<file path="config.mk">
export PLATFORM = sky130hd
export DESIGN_NAME = irq_present_ctrl
export DESIGN_NICKNAME = d
export VERILOG_FILES = /design/src/rtl/irq_present_pkg.sv /design/src/rtl/ipc_offer_judge.sv /design/src/rtl/ipc_ipi_check.sv /design/src/rtl/irq_present_ctrl.sv
export SDC_FILE = /design/constraint.sdc
export NUM_CORES = 1
export LEC_CHECK = 0
export BUFFER_PORTS_ARGS = -buffer_cell sky130_fd_sc_hd__buf_2
export CAP_MARGIN = 0
export CORE_MARGIN = 2
export CORE_UTILIZATION = 50
export CTS_CLUSTER_DIAMETER = 120
export DETAILED_ROUTE_END_ITERATION = 10
export PLACE_DENSITY = 0.77
export SLEW_MARGIN = 40
export SYNTH_ARGS = -nofsm -noshare
export SYNTH_HDL_FRONTEND = slang
export SYNTH_SLANG_ARGS = --single-unit
export TNS_END_PERCENT = 20
</file>
<file path="constraint.sdc">
create_clock -name clk -period 2.5 [get_ports clk]
set_input_delay 0 -clock clk [delete_from_list [all_inputs] [get_ports clk]]
set_output_delay 0 -clock clk [all_outputs]
set_load 0.05 [all_outputs]
</file>
<file path="src/rtl/irq_present_pkg.sv">
package irq_present_pkg;

    typedef enum logic [1:0] {
        OP_ACCEPT   = 2'd0,
        OP_EOI      = 2'd1,
        OP_SET_CPRI = 2'd2,
        OP_SET_IPI  = 2'd3
    } ipc_op_e;

endpackage

</file>
<file path="src/rtl/ipc_offer_judge.sv">
module ipc_offer_judge #(
    parameter int SRC_W  = 24,
    parameter int PRIO_W = 8
) (
    input  logic [PRIO_W-1:0] offer_prio,
    input  logic [PRIO_W-1:0] cur_prio,
    input  logic [SRC_W-1:0]  pend_src,
    input  logic [PRIO_W-1:0] pend_prio,
    output logic              win
);
    logic below_cur;
    logic blocked;

    always_comb begin
        below_cur = offer_prio < cur_prio;
        blocked   = (pend_src != '0) && (pend_prio <= offer_prio);
        win       = below_cur && !blocked;
    end
endmodule

</file>
<file path="src/rtl/ipc_ipi_check.sv">
module ipc_ipi_check #(
    parameter int SRC_W  = 24,
    parameter int PRIO_W = 8
) (
    input  logic [PRIO_W-1:0] ipi_prio,
    input  logic [PRIO_W-1:0] cur_prio,
    input  logic [SRC_W-1:0]  pend_src,
    input  logic [PRIO_W-1:0] pend_prio,
    output logic              fire
);
    logic eligible;
    logic held_off;

    always_comb begin
        eligible = ipi_prio < cur_prio;
        held_off = (pend_src != '0) && (pend_prio <= ipi_prio);
        fire     = eligible && !held_off;
    end
endmodule

</file>
<file path="src/rtl/irq_present_ctrl.sv">
module irq_present_ctrl
    import irq_present_pkg::*;
#(
    parameter int SRC_W   = 24,
    parameter int PRIO_W  = 8,
    parameter int IPI_SRC = 2
) (
    input  logic                     clk,
    input  logic                     rst_n,
    input  logic                     offer_valid,
    input  logic [SRC_W-1:0]         offer_src,
    input  logic [PRIO_W-1:0]        offer_prio,
    output logic                     offer_ready,
    input  logic                     cmd_valid,
    input  logic [1:0]               cmd_op,
    input  logic [SRC_W+PRIO_W-1:0]  cmd_data,
    output logic                     rsp_valid,
    output logic [SRC_W+PRIO_W-1:0]  rsp_data,
    output logic                     irq_out,
    output logic                     rej_valid,
    output logic [SRC_W-1:0]         rej_src,
    output logic                     eoi_valid,
    output logic [SRC_W-1:0]         eoi_src,
    output logic                     resend_req
);
    localparam int REG_W = SRC_W + PRIO_W;
    localparam logic [PRIO_W-1:0] NO_PRIO = {PRIO_W{1'b1}};
    localparam logic [SRC_W-1:0]  IPI_ID  = SRC_W'(IPI_SRC);

    typedef struct packed {
        logic [REG_W-1:0]  pres;
        logic [PRIO_W-1:0] pend;
        logic [PRIO_W-1:0] ipi;
        logic              irq;
        logic              rej_v;
        logic [SRC_W-1:0]  rej_id;
        logic              eoi_v;
        logic [SRC_W-1:0]  eoi_id;
        logic              resend;
        logic              rsp_v;
        logic [REG_W-1:0]  rsp;
    } state_t;

    state_t st_d, st_q;

    logic [PRIO_W-1:0] cur_cpri;
    logic [SRC_W-1:0]  cur_src;
    logic [PRIO_W-1:0] chk_cpri_d;
    logic [PRIO_W-1:0] chk_ipi_d;
    logic              ipi_fire;
    logic              offer_win;
    ipc_op_e           op;

    assign cur_cpri = st_q.pres[REG_W-1 -: PRIO_W];
    assign cur_src  = st_q.pres[SRC_W-1:0];
    assign op       = ipc_op_e'(cmd_op);

    // Operands for the IPI check: the priority levels as they stand after
    // the command's own register update.
    always_comb begin
        chk_cpri_d = cur_cpri;
        chk_ipi_d  = st_q.ipi;
        unique case (op)
            OP_EOI:      chk_cpri_d = cmd_data[REG_W-1 -: PRIO_W];
            OP_SET_CPRI: chk_cpri_d = cmd_data[PRIO_W-1:0];
            OP_SET_IPI:  chk_ipi_d  = cmd_data[PRIO_W-1:0];
            default:     ;
        endcase
    end

    ipc_ipi_check #(.SRC_W(SRC_W), .PRIO_W(PRIO_W)) u_ipi (
        .ipi_prio  (chk_ipi_d),
        .cur_prio  (chk_cpri_d),
        .pend_src  (cur_src),
        .pend_prio (st_q.pend),
        .fire      (ipi_fire)
    );

    ipc_offer_judge #(.SRC_W(SRC_W), .PRIO_W(PRIO_W)) u_judge (
        .offer_prio (offer_prio),
        .cur_prio   (cur_cpri),
        .pend_src   (cur_src),
        .pend_prio  (st_q.pend),
        .win        (offer_win)
    );

    always_comb begin
        st_d        = st_q;
        st_d.rej_v  = 1'b0;
        st_d.rej_id = '0;
        st_d.eoi_v  = 1'b0;
        st_d.eoi_id = '0;
        st_d.resend = 1'b0;
        st_d.rsp_v  = 1'b0;
        st_d.rsp    = '0;

        if (cmd_valid) begin
            unique case (op)
                OP_ACCEPT: begin
                    st_d.rsp_v = 1'b1;
                    st_d.rsp   = st_q.pres;
                    st_d.irq   = 1'b0;
                    st_d.pres  = {st_q.pend, {SRC_W{1'b0}}};
                    st_d.pend  = NO_PRIO;
                end
                OP_EOI: begin
                    st_d.pres[REG_W-1 -: PRIO_W] = chk_cpri_d;
                    st_d.eoi_v  = 1'b1;
                    st_d.eoi_id = cmd_data[SRC_W-1:0];
                    st_d.resend = 1'b1;
                end
                OP_SET_CPRI: begin
                    st_d.pres[REG_W-1 -: PRIO_W] = chk_cpri_d;
                    if (chk_cpri_d < cur_cpri) begin
                        if ((cur_src != '0) && (chk_cpri_d <= st_q.pend)) begin
                            st_d.rej_v  = 1'b1;
                            st_d.rej_id = cur_src;
                            st_d.pres[SRC_W-1:0] = '0;
                            st_d.pend   = NO_PRIO;
                            st_d.irq    = 1'b0;
                        end
                    end else begin
                        st_d.resend = 1'b1;
                    end
                end
                default: begin
                    st_d.ipi = chk_ipi_d;
                end
            endcase

            // IPI check shared by the resend paths and the IPI write
            if (ipi_fire && (op != OP_ACCEPT) &&
                !((op == OP_SET_CPRI) && (chk_cpri_d < cur_cpri))) begin
                if (cur_src != '0) begin
                    st_d.rej_v  = 1'b1;
                    st_d.rej_id = cur_src;
                end
                st_d.pres[SRC_W-1:0] = IPI_ID;
                st_d.pend = chk_ipi_d;
                st_d.irq  = 1'b1;
            end
        end else if (offer_valid) begin
            st_d.rej_v = 1'b1;
            if (offer_win) begin
                st_d.rej_id = cur_src;
                st_d.rej_v  = cur_src != '0;
                st_d.pres[SRC_W-1:0] = offer_src;
                st_d.pend = offer_prio;
                st_d.irq  = 1'b1;
            end else begin
                st_d.rej_id = offer_src;
            end
        end
    end

    always_ff @(posedge clk or negedge rst_n) begin
        if (!rst_n) begin
            st_q      <= '0;
            st_q.pend <= NO_PRIO;
            st_q.ipi  <= NO_PRIO;
        end else begin
            st_q <= st_d;
        end
    end

    assign offer_ready = !cmd_valid;
    assign rsp_valid   = st_q.rsp_v;
    assign rsp_data    = st_q.rsp;
    assign irq_out     = st_q.irq;
    assign rej_valid   = st_q.rej_v;
    assign rej_src     = st_q.rej_id;
    assign eoi_valid   = st_q.eoi_v;
    assign eoi_src     = st_q.eoi_id;
    assign resend_req  = st_q.resend;
endmodule

</file>
== After elaboration in Yosys (flattened, before gate mapping) ==
Cells that the tools add are included.
Storage, ports and cells
  flip-flop bits (word level): 133
  latch bits: 0
  memory bits (writable): 0
  bits in read-only memories: 0
  input port bits: 70
  output and inout bits: 86
  word-level logic and storage cells: 73
  memories: 0
Operators by class
  $add $sub $neg: 0
  multipliers: 0
  divide/modulo/power cells: 0
  order comparisons: 6
  eq/ne operators: 6
  shifts and indexed selects: 0
  mux-type cells: 25
  bitwise operators: 1
  reductions and logical operators: 23
Operators with widths (count)
  32-bit two-way mux: 6
  26-bit two-way mux: 5
  25-bit two-way mux: 3
  32-bit one-hot mux with 2 select lines: 1
  59-bit two-way mux: 1
  33-bit two-way mux: 1
  8-bit one-hot mux with 2 select lines: 2
  8-bit <= comparator: 3
  8-bit < comparator: 3
  24-bit two-way mux: 1
  24-bit nonzero test: 1
  1-bit logical AND: 8
  8-bit two-way mux: 1
  2-bit nonzero test: 4
  5-bit AND reduction: 1
  2-bit equality test, second input constant: 2
  1-bit zero test: 4
  4-bit by 1-bit != test with 1-bit output, second input constant: 1
  4-bit by 2-bit != test with 1-bit output, second input constant: 1
  4-bit by 3-bit != test with 1-bit output, second input constant: 1
  1-bit one-hot mux with 2 select lines: 2
  2-bit AND reduction: 2
  3-bit OR reduction: 1
  2-bit by 1-bit equality test with 1-bit output, second input constant: 1
  other kinds (5): 5

== Longest topological paths before layout ==
Gate-level depths: netlist of run 1.
  word-level depth: 10
  gate-level depth with buffers: 16
  depth with buffers taken out: 13

== Modules after synthesis ==
From an unflattened synthesis of run 1, not the netlist that was laid out.
Second synthesis, totals
  cells, all modules: 753
  area, all modules: 7634.8 um^2
Modules (own cells, without submodules)
  irq_present_ctrl: instances 1, cells each 633, area each 6771.5 um^2, sequential area each 3348.2 um^2
  ipc_ipi_check: instances 1, cells each 60, area each 431.7 um^2, sequential area each 0.0 um^2
  ipc_offer_judge: instances 1, cells each 60, area each 431.7 um^2, sequential area each 0.0 um^2

== Worst setup path after synthesis of run 1 ==
No wires, ideal clock.
  path type: input port to flip-flop
  start point: input port cmd_op[0]
  end point: register st_q (netlist bit cur_src[10])
  setup time: 0.125 ns
  arrival time: 2.878 ns
  path slack: -0.504 ns
  stages on the path: 16
  path buffers: 4
  cells stage by stage: inv_1 ha_1 buf_2 buf_1 nand2_1 o21a_1 inv_1 ha_1 a2111oi_0 o211ai_1 a21oi_1 o211ai_1 and3_1 buf_6 buf_6 mux2_4
Between the ends
  word-level cells in the longest chain between the ends: 10
Ends and longest elaborated chain
  start, declared: line irq_present_ctrl.sv:15  | input logic [1:0] cmd_op,
  2-bit equality test: line irq_present_ctrl.sv:63  | unique case (op)
  8-bit two-way mux: line irq_present_ctrl.sv:63
  8-bit <= comparator: line ipc_ipi_check.sv:16  | held_off = (pend_src != '0) && (pend_prio <= ipi_prio);
  1-bit logical AND: line ipc_ipi_check.sv:16
  1-bit zero test: line ipc_ipi_check.sv:17  | fire = eligible && !held_off;
  1-bit logical AND: line ipc_ipi_check.sv:17
  1-bit logical AND (2 in a row): line irq_present_ctrl.sv:132  | if (ipi_fire && (op != OP_ACCEPT) &&
  4-bit by 2-bit != test with 1-bit output (no source line) (tied with other cells)
  5-bit AND reduction (no source line) / 32-bit two-way mux (equally long branches)
  end signal, assigned: line irq_present_ctrl.sv:162  | st_q <= st_d;
  end, declared: line irq_present_ctrl.sv:44  | state_t st_d, st_q;
Several ways; a longest one is shown, not always the timed one.
A chain may end at the register's enable or synchronous reset.

== Final worst setup path of run 1 ==
  start point: register st_q[90] in the netlist's numbering
  end point: register st_q (netlist bit cur_src[11])
Between the ends
  word-level cells in the longest chain between the ends: 9
Ends and longest elaborated chain
  8-bit two-way mux *: line irq_present_ctrl.sv:63
  via chk_ipi_d[5]: line irq_present_ctrl.sv:49  | logic [PRIO_W-1:0] chk_ipi_d;
  8-bit <= comparator: line ipc_ipi_check.sv:16
  1-bit logical AND: line ipc_ipi_check.sv:16
  1-bit zero test: line ipc_ipi_check.sv:17
  1-bit logical AND *: line ipc_ipi_check.sv:17
  1-bit logical AND * (2 in a row): line irq_present_ctrl.sv:132
  4-bit by 2-bit != test with 1-bit output (no source line) (tied with other cells)
  5-bit AND reduction (no source line) / 32-bit two-way mux (equally long branches)
The timed path passes the listed nets; every way through them passes the cells marked *.

==> metrics.txt, run 1 <==
Antenna Nets Post-Route 0; crit path max fanout 5; Least-Margin Pin Slew between 0.7 and 0.8 ns; Synth Area in Simple Gates 0.1222; routed vias/inst approximately 5.4; M1 WL 7779 um; post-synth top area share 0.4104; register area share after synthesis 0.4693; root buf cell clkbuf_16; die area 15240 um^2; Worst slew margin 0.5214; largest net degree at the start of global routing 134; Worst setup EP type flop; # setup viols final between 50 and 60; Area contributors post-synth dfrtp_1 (41%), buf_4 (8.4%), ha_1 (7.9%); highest routed layer met4; I/O pins 156; post-synthesis cell type count 52; first-pass GRT wire length 30260 um; clock buffer depth 2; Syn Nets 762; Final min period ~2.8 ns; EDFF count, synth 0; Comb power frac 0.443; vias in the first global route between 5000 and 6000; Internal 6.450 mW; ANT cells 0; Tot Pwr 9.986 mW; most common cell in the netlist dfrtp_1; port bufs about 160; Fillers roughly 960; core region area 13930 um^2; Compound-Gate Fraction of Synth Area 0.1115; final hold vios 0; Sw Ratio 0.3541; post-DP HPWL 13070 um; maxcap violations 0; Peak Freq 352.0 MHz; leakage dissipation approximately 5.3 nW; Avg Synthesized Cell Area ~11 um^2; failing checks setup timing; Clk network pwr share 0.255; met2 WL 10460 um; Cell Area, Synth 7134 um^2; Max IR drop VDD 0.5354 mV; DR pass1 iterations 4; CTS Buf Count 17; met3 wire len 870 um; fraction of layout cells with a size suffix above 1 0.4511; row cnt 43; WP data arrival 3.14 ns; initial antenna violation count 0; Worst Setup Slack, final -0.3413 ns; cell count after synthesis 647; total grt overflow 0; Die Y 123.5 um; Power Density 1011 nW/um^2; # clock sinks about 130; final worst-path cycle share 1.137; number of placed instances, taps included ~960; CTS tree built; placed cell area about 8100 um^2; crit path kind reg -> reg; Synth Area in XOR/XNOR 0.003683; most common library cells after synthesis dfrtp_1 (117), buf_4 (80), and3_1 (58), ha_1 (45), inv_1 (40); Worst Hold Class in -> reg; Layout area overhead 38.43%; RD Place Congestion approximately 0.94; RSZ-0062 raised after global routing yes; Synth Area in Adders 0.07892; startpoint types flop; Post-Layout Inst Area 9876 um^2; largest family of logic cells by synthesized area buffers and inverters; starting density of the core 0.5120; ys async rst share 1.000; routed vias 5752; Max Transition Viols Final 0; WL/cell about 19 um; chip width 123.5 um; CTS H-tree lvls 4; Yosys reg bits 133; clk slew on worst S/H paths 0.06 ns; clock insertion delay at the later pin of the skew report 0.42 ns; P_sw around 3.5 mW; DRC Markers 0; outcome finished, violations left; mux contribution to synthesized area 0.08664; YS warnings 0; skew final 0.007503 ns; gr usage total 0.2648; Reg power frac 0.303; TNS Setup -11.89 ns; Non-Filler Instances around 1100; CP required about 2.8 ns; Iter 0 DRT Violations 399; DRT Wirelength 19860 um; ys flop type dfrtp_1; most area-hungry cell type in the Yosys netlist dfrtp_1; Final #Nets roughly 990; hold slack 0.02193 ns
state kept, by name (all words and copies together) (netlist names):
register,count
cur_src,24
rsp_data,32
rej_src,24
resend_req,1
eoi_src,24
irq_out,1
cur_cpri,8
eoi_valid,1
rej_valid,1
rsp_valid,1
st_q,16
layout by cell type (no fill, tap or decap), drive strengths merged, types with 20 or more instances in the layout:
master | netlist | layout
dlygate4sd3 | 0 | 58
a22o | 24 | 24
o21ai | 22 | 22
inv | 40 | 40
mux2 | 38 | 38
and3 | 58 | 58
nand2 | 27 | 27
ha | 45 | 45
clkbuf | 20 | 20
dfrtp | 117 | 117
buf | 91 | 264
nor2b | 27 | 27
worst paths after layout:
check / slack, ns / cells after the start / endpoint / startpoint
worst max-delay path: -0.34 / 14 / cur_src[11]$_DFFE_PN0P_ / st_q[90]$_DFFE_PN1P_
worst min-delay path: 0.02 / 2 / rsp_data[20]$_DFF_PN0_ / cmd_valid
worst max register to register: -0.34 / 14 / cur_src[11]$_DFFE_PN0P_ / st_q[90]$_DFFE_PN1P_
worst min register to register: 0.53 / 2 / irq_out$_DFFE_PN0P_ / irq_out$_DFFE_PN0P_
max in group asynchronous: 1.73 / 3 / eoi_src[13]$_DFF_PN0_ / rst_n
min in group asynchronous: 0.21 / 3 / rsp_data[2]$_DFF_PN0_ / rst_n
cell type report:
| cell class | count | area (um^2) | area share |
|---|---|---|---|
| clock inverter | 11 | 151.4 | 0.01533 |
| inverter | 40 | 153.9 | 0.01558 |
| multi-input combinational | 363 | 3193 | 0.3233 |
| sequential | 133 | 3348 | 0.3390 |
| clock buffer | 20 | 456.7 | 0.04624 |
| timing repair buffer | 322 | 2347 | 0.2377 |
| tap | 180 | 225.2 | 0.02281 |
logic make-up after synthesis:
kind of cell	after synthesis
buffers and inverters	151
adder cells (fa/ha/maj)	45
multiplexers	48
AO/OA/AOI/OAI	113
XOR/XNOR	3
AND/OR/NAND/NOR	154
flip-flops	133
power by group through the flow:
stage	Clock (mW)	Combinational (mW)	Sequential (mW)
3_3_place_gp	0	3.43	3.00
2_1_floorplan	0	2.47	2.99
4_1_cts	2.58	4.14	3.01
5_1_grt	2.68	4.74	3.07
3_5_place_dp	0	3.53	3.03
6_report	2.55	4.42	3.02
repair_timing:
item                                   CTS  global route
gates resized for setup                 34            27
setup buffers                           15             7
setup endpoints to repair               58            58
pin swaps                               13            15
hold buffers                            58             0
endpoints found under the hold margin  198             0
cloned                                   3             0
stage by stage:
stage,utilization,worst slack [ns]
3_5_place_dp,0.5847,-0.7147
4_1_cts,0.6956,-0.3219
2_1_floorplan,-,-0.1931
3_3_place_gp,0.5844,-0.5622
5_1_grt,0.7087,-0.4157
6_report,0.7087,-0.3413
worst max-delay path, stage by stage (launching register included):
cell,delay [ns]
dfstp_2,0.53
mux2_4,0.16
inv_2,0.04
ha_4,0.21
a21oi_2,0.14
o21ai_2,0.11
nor4bb_4,0.29
buf_4,0.18
o22ai_4,0.06
o211ai_1,0.12
and3_4,0.24
buf_6,0.11
buf_12,0.11
buf_16,0.12
mux2_4,0.29
routing by layer:
layer  vias to the layer above  track usage
met5                         -            0
met1                      2833       0.3035
met4                         0       0.1108
met3                        58      0.05627
li1                       2659            -
met2                       202       0.4760
Note: power is estimated with default switching activity, not from simulation.
==> run 2: changes to the inputs <==
Settings changed: BUFFER_PORTS_ARGS -buffer_cell sky130_fd_sc_hd__buf_2 to unset, DONT_BUFFER_PORTS set to 1, PLACE_DENSITY 0.77 to 0.68.
==> run 2 against run 1 <==
The run ends with hold timing, setup timing left. Non-clock buffer count decreased by 157. Global-route usage decreased by 1.8 points. Die area unchanged. Via count decreased by 12%. Worst setup slack improved by 0.11 ns. Cell area decreased by 9.2%. Worst hold slack got worse by 0.74 ns. First-iteration DRC count decreased by 36%. Critical endpoint is now cur_src[13]$_DFFE_PN0P_. Largest cell class unchanged. Highest routed layer unchanged.
==> metrics.txt, run 2 (synthesis results as in run 1) <==
Clk network pwr share 0.256 (was 0.255); root buf cell clkbuf_16 (unchanged); Top delay family on crit path simple AND/OR/NAND/NOR gates (was buffers and inverters); total grt overflow 0 (unchanged); Least-Margin Pin Slew 0.6764 ns (was 0.7178 ns); clock insertion delay at the later pin of the skew report 0.42 ns (about the same); outcome finished, violations left (unchanged); Max Transition Viols Final 0 (unchanged); Comb power frac 0.366 (was 0.443); die area 15240 um^2 (unchanged); Critical R2R Launch st_q[92]$_DFFE_PN1P_ (was st_q[90]$_DFFE_PN1P_); Die Y 123.5 um (unchanged); Reg power frac 0.378 (was 0.303); leading cell type in the layout, fill and taps excluded dfrtp_1 (was buf_2); port bufs 0 (was 155); DRT Wirelength 18230 um (was 19860 um); CTS H-tree lvls 4 (unchanged); gr usage total 0.2464 (was 0.2648); RSZ-0062 raised after global routing yes (unchanged); first-pass GRT wire length 28300 um (was 30260 um); R2R depth 12 (was 14); Largest register FFs 32 (unchanged); Power Density 1054 nW/um^2 (was 1011 nW/um^2); Worst setup EP type flop (unchanged); leakage dissipation 4.529 nW (was 5.300 nW); P_sw 3.331 mW (was 3.536 mW); Internal 6.120 mW (was 6.450 mW); vias in the first global route 5362 (was 5973); Worst Setup Slack, final -0.2295 ns (was -0.3413 ns); RD Place Congestion 0.9153 (was 0.9436); CP max stage delay 0.53 ns (about the same); I/O pins 156 (unchanged); clk slew on worst S/H paths 0.05 ns (was 0.06 ns); crit path cell chain mux2_4, inv_1, ha_4, and4_4, nand4_1, o22ai_2, o22ai_2, o211ai_1, and3_4, buf_6, buf_12, mux2_4 (was mux2_4, inv_2, ha_4, a21oi_2, o21ai_2, nor4bb_4, buf_4, o22ai_4, o211ai_1, and3_4, buf_6, buf_12, buf_16, mux2_4); maxcap violations 0 (unchanged); crit path max fanout 8 (was 5); Iter 0 DRT Violations 254 (was 399); Tot Pwr 9.451 mW (was 9.986 mW); clock buffer depth 2 (unchanged); core region area 13930 um^2 (unchanged); Antenna Nets Post-Route 0 (unchanged); routed vias/inst 5.571 (was 5.381); CTS tree built (unchanged); CP max-delay cell dfstp_2 (unchanged); Worst slew margin 0.5491 (was 0.5214); hold slack -0.7186 ns (was 0.02193 ns); routed vias 5081 (was 5752); Finished Core Util 0.6436 (was 0.7087); r2r endpoint cur_src[13]$_DFFE_PN0P_ (was cur_src[11]$_DFFE_PN0P_); crit path kind reg -> reg (unchanged); skew final 0.007183 ns (was 0.007503 ns); row cnt 43 (unchanged); Crit path buffers/inverters 3 (was 5); CP required 2.79 ns (was 2.80 ns); Worst Hold Class in -> async (was in -> reg); # clock sinks 133 (unchanged); WP data arrival 3.02 ns (was 3.14 ns); startpoint types flop (unchanged); Non-Filler Instances 912 (was 1069); Fillers 1073 (was 959); Max IR drop VDD 0.5291 mV (was 0.5354 mV); DRC Markers 0 (unchanged); final worst-path cycle share 1.092 (was 1.137); Peak Freq 366.4 MHz (was 352.0 MHz); Final min period 2.729 ns (was 2.841 ns); commonest cells after routing, fill and taps aside dfrtp_1 (117), buf_4 (97), dlygate4sd3_1 (60) (was buf_2 (154), dfrtp_1 (117), buf_4 (94)); final hold vios 133 (was 0); initial antenna violation count 0 (unchanged); Final #Nets 835 (was 992); # setup viols final 57 (was 58); DR pass1 iterations 4 (unchanged); number of placed instances, taps included 803 (was 958); starting density of the core 0.5120 (unchanged); Post-Layout Inst Area 8969 um^2 (was 9876 um^2); chip width 123.5 um (unchanged); Sw Ratio 0.3524 (was 0.3541); Crit. Startpoint st_q[92]$_DFFE_PN1P_ (was st_q[90]$_DFFE_PN1P_); failing checks hold timing, setup timing (was setup timing); post-DP HPWL 12120 um (was 13070 um); r2r setup slk -0.23 ns (was -0.34 ns); ANT cells 0 (unchanged); placed cell area 7345 um^2 (was 8148 um^2); CTS Buf Count 17 (unchanged); Layout area overhead 25.71% (was 38.43%); hold_buf cts 61 (was 58); WL/cell 19.99 um (was 18.58 um); largest net degree at the start of global routing 134 (unchanged); fraction of layout cells with a size suffix above 1 0.3265 (was 0.4511)
## run 2: cell types whose count changed in the layout (fill, tap and decap cells not counted), moves of 3 or more
cell,change
buf_2,-154
buf_6,-5
buf_4,+3
clkinv_2,+3
o22ai_1,+3
## run 2: repair_timing
action / in CTS / in global routing
resized for setup: 34 / 16
endpoints found under the setup margin: 58 / 58
cloned: 1 / 0
hold endpoints to repair: 260 / 133
pin swaps: 29 / 12
buffers inserted: 13 / 5
## run 2: worst max-delay path by stage
stage / end / slack [ns] / cells after the start
detailed placement: cur_src[8]$_DFFE_PN0P_ / -0.57 / 13
finish: cur_src[13]$_DFFE_PN0P_ / -0.23 / 12
CTS: cur_src[16]$_DFFE_PN0P_ / -0.22 / 11
global placement: cur_src[5]$_DFFE_PN0P_ / -0.56 / 14
global route: cur_src[16]$_DFFE_PN0P_ / -0.32 / 12
floorplan: cur_src[10]$_DFFE_PN0P_ / -0.19 / 16
## run 2: final cells by class
cell class                      instances  area (um^2)  share of cell area
Sequential cell                       133         3348              0.3733
Multi-Input combinational cell        363         3171              0.3535
Inverter                               40        153.9             0.01716
Timing Repair Buffer                  165         1488              0.1659
Tap cell                              180        225.2             0.02511
Clock buffer                           19        452.9             0.05050
Clock inverter                         12        130.1             0.01451
## run 2: stage by stage
step | setup slack (ns) | TNS (ns)
after floorplan | -0.1931 | -4.482
after global placement | -0.5555 | -26.12
after detailed placement | -0.5659 | -24.47
after CTS | -0.2159 | -6.825
after global routing | -0.3243 | -15.21
final | -0.2295 | -9.218
## run 2: power groups by stage
| stage | registers [mW] | logic (mW) | clock network (mW) |
|---|---|---|---|
| 6_report | 3.57 | 3.46 | 2.42 |
| 4_1_cts | 3.58 | 3.31 | 2.46 |
| 2_1_floorplan | 2.99 | 2.47 | 0 |
| 3_3_place_gp | 3.58 | 2.66 | 0 |
| 3_5_place_dp | 3.60 | 2.75 | 0 |
| 5_1_grt | 3.62 | 3.75 | 2.57 |
## run 2: metal layers
layer | GRT usage | vias up | part of all wire
li1 | - | 2348 | -
met1 | 0.2971 | 2536 | 0.40
met2 | 0.4255 | 166 | 0.52
met3 | 0.06273 | 31 | 0.055
met4 | 0.08807 | 0 | 0.024
met5 | 0 | - | 0
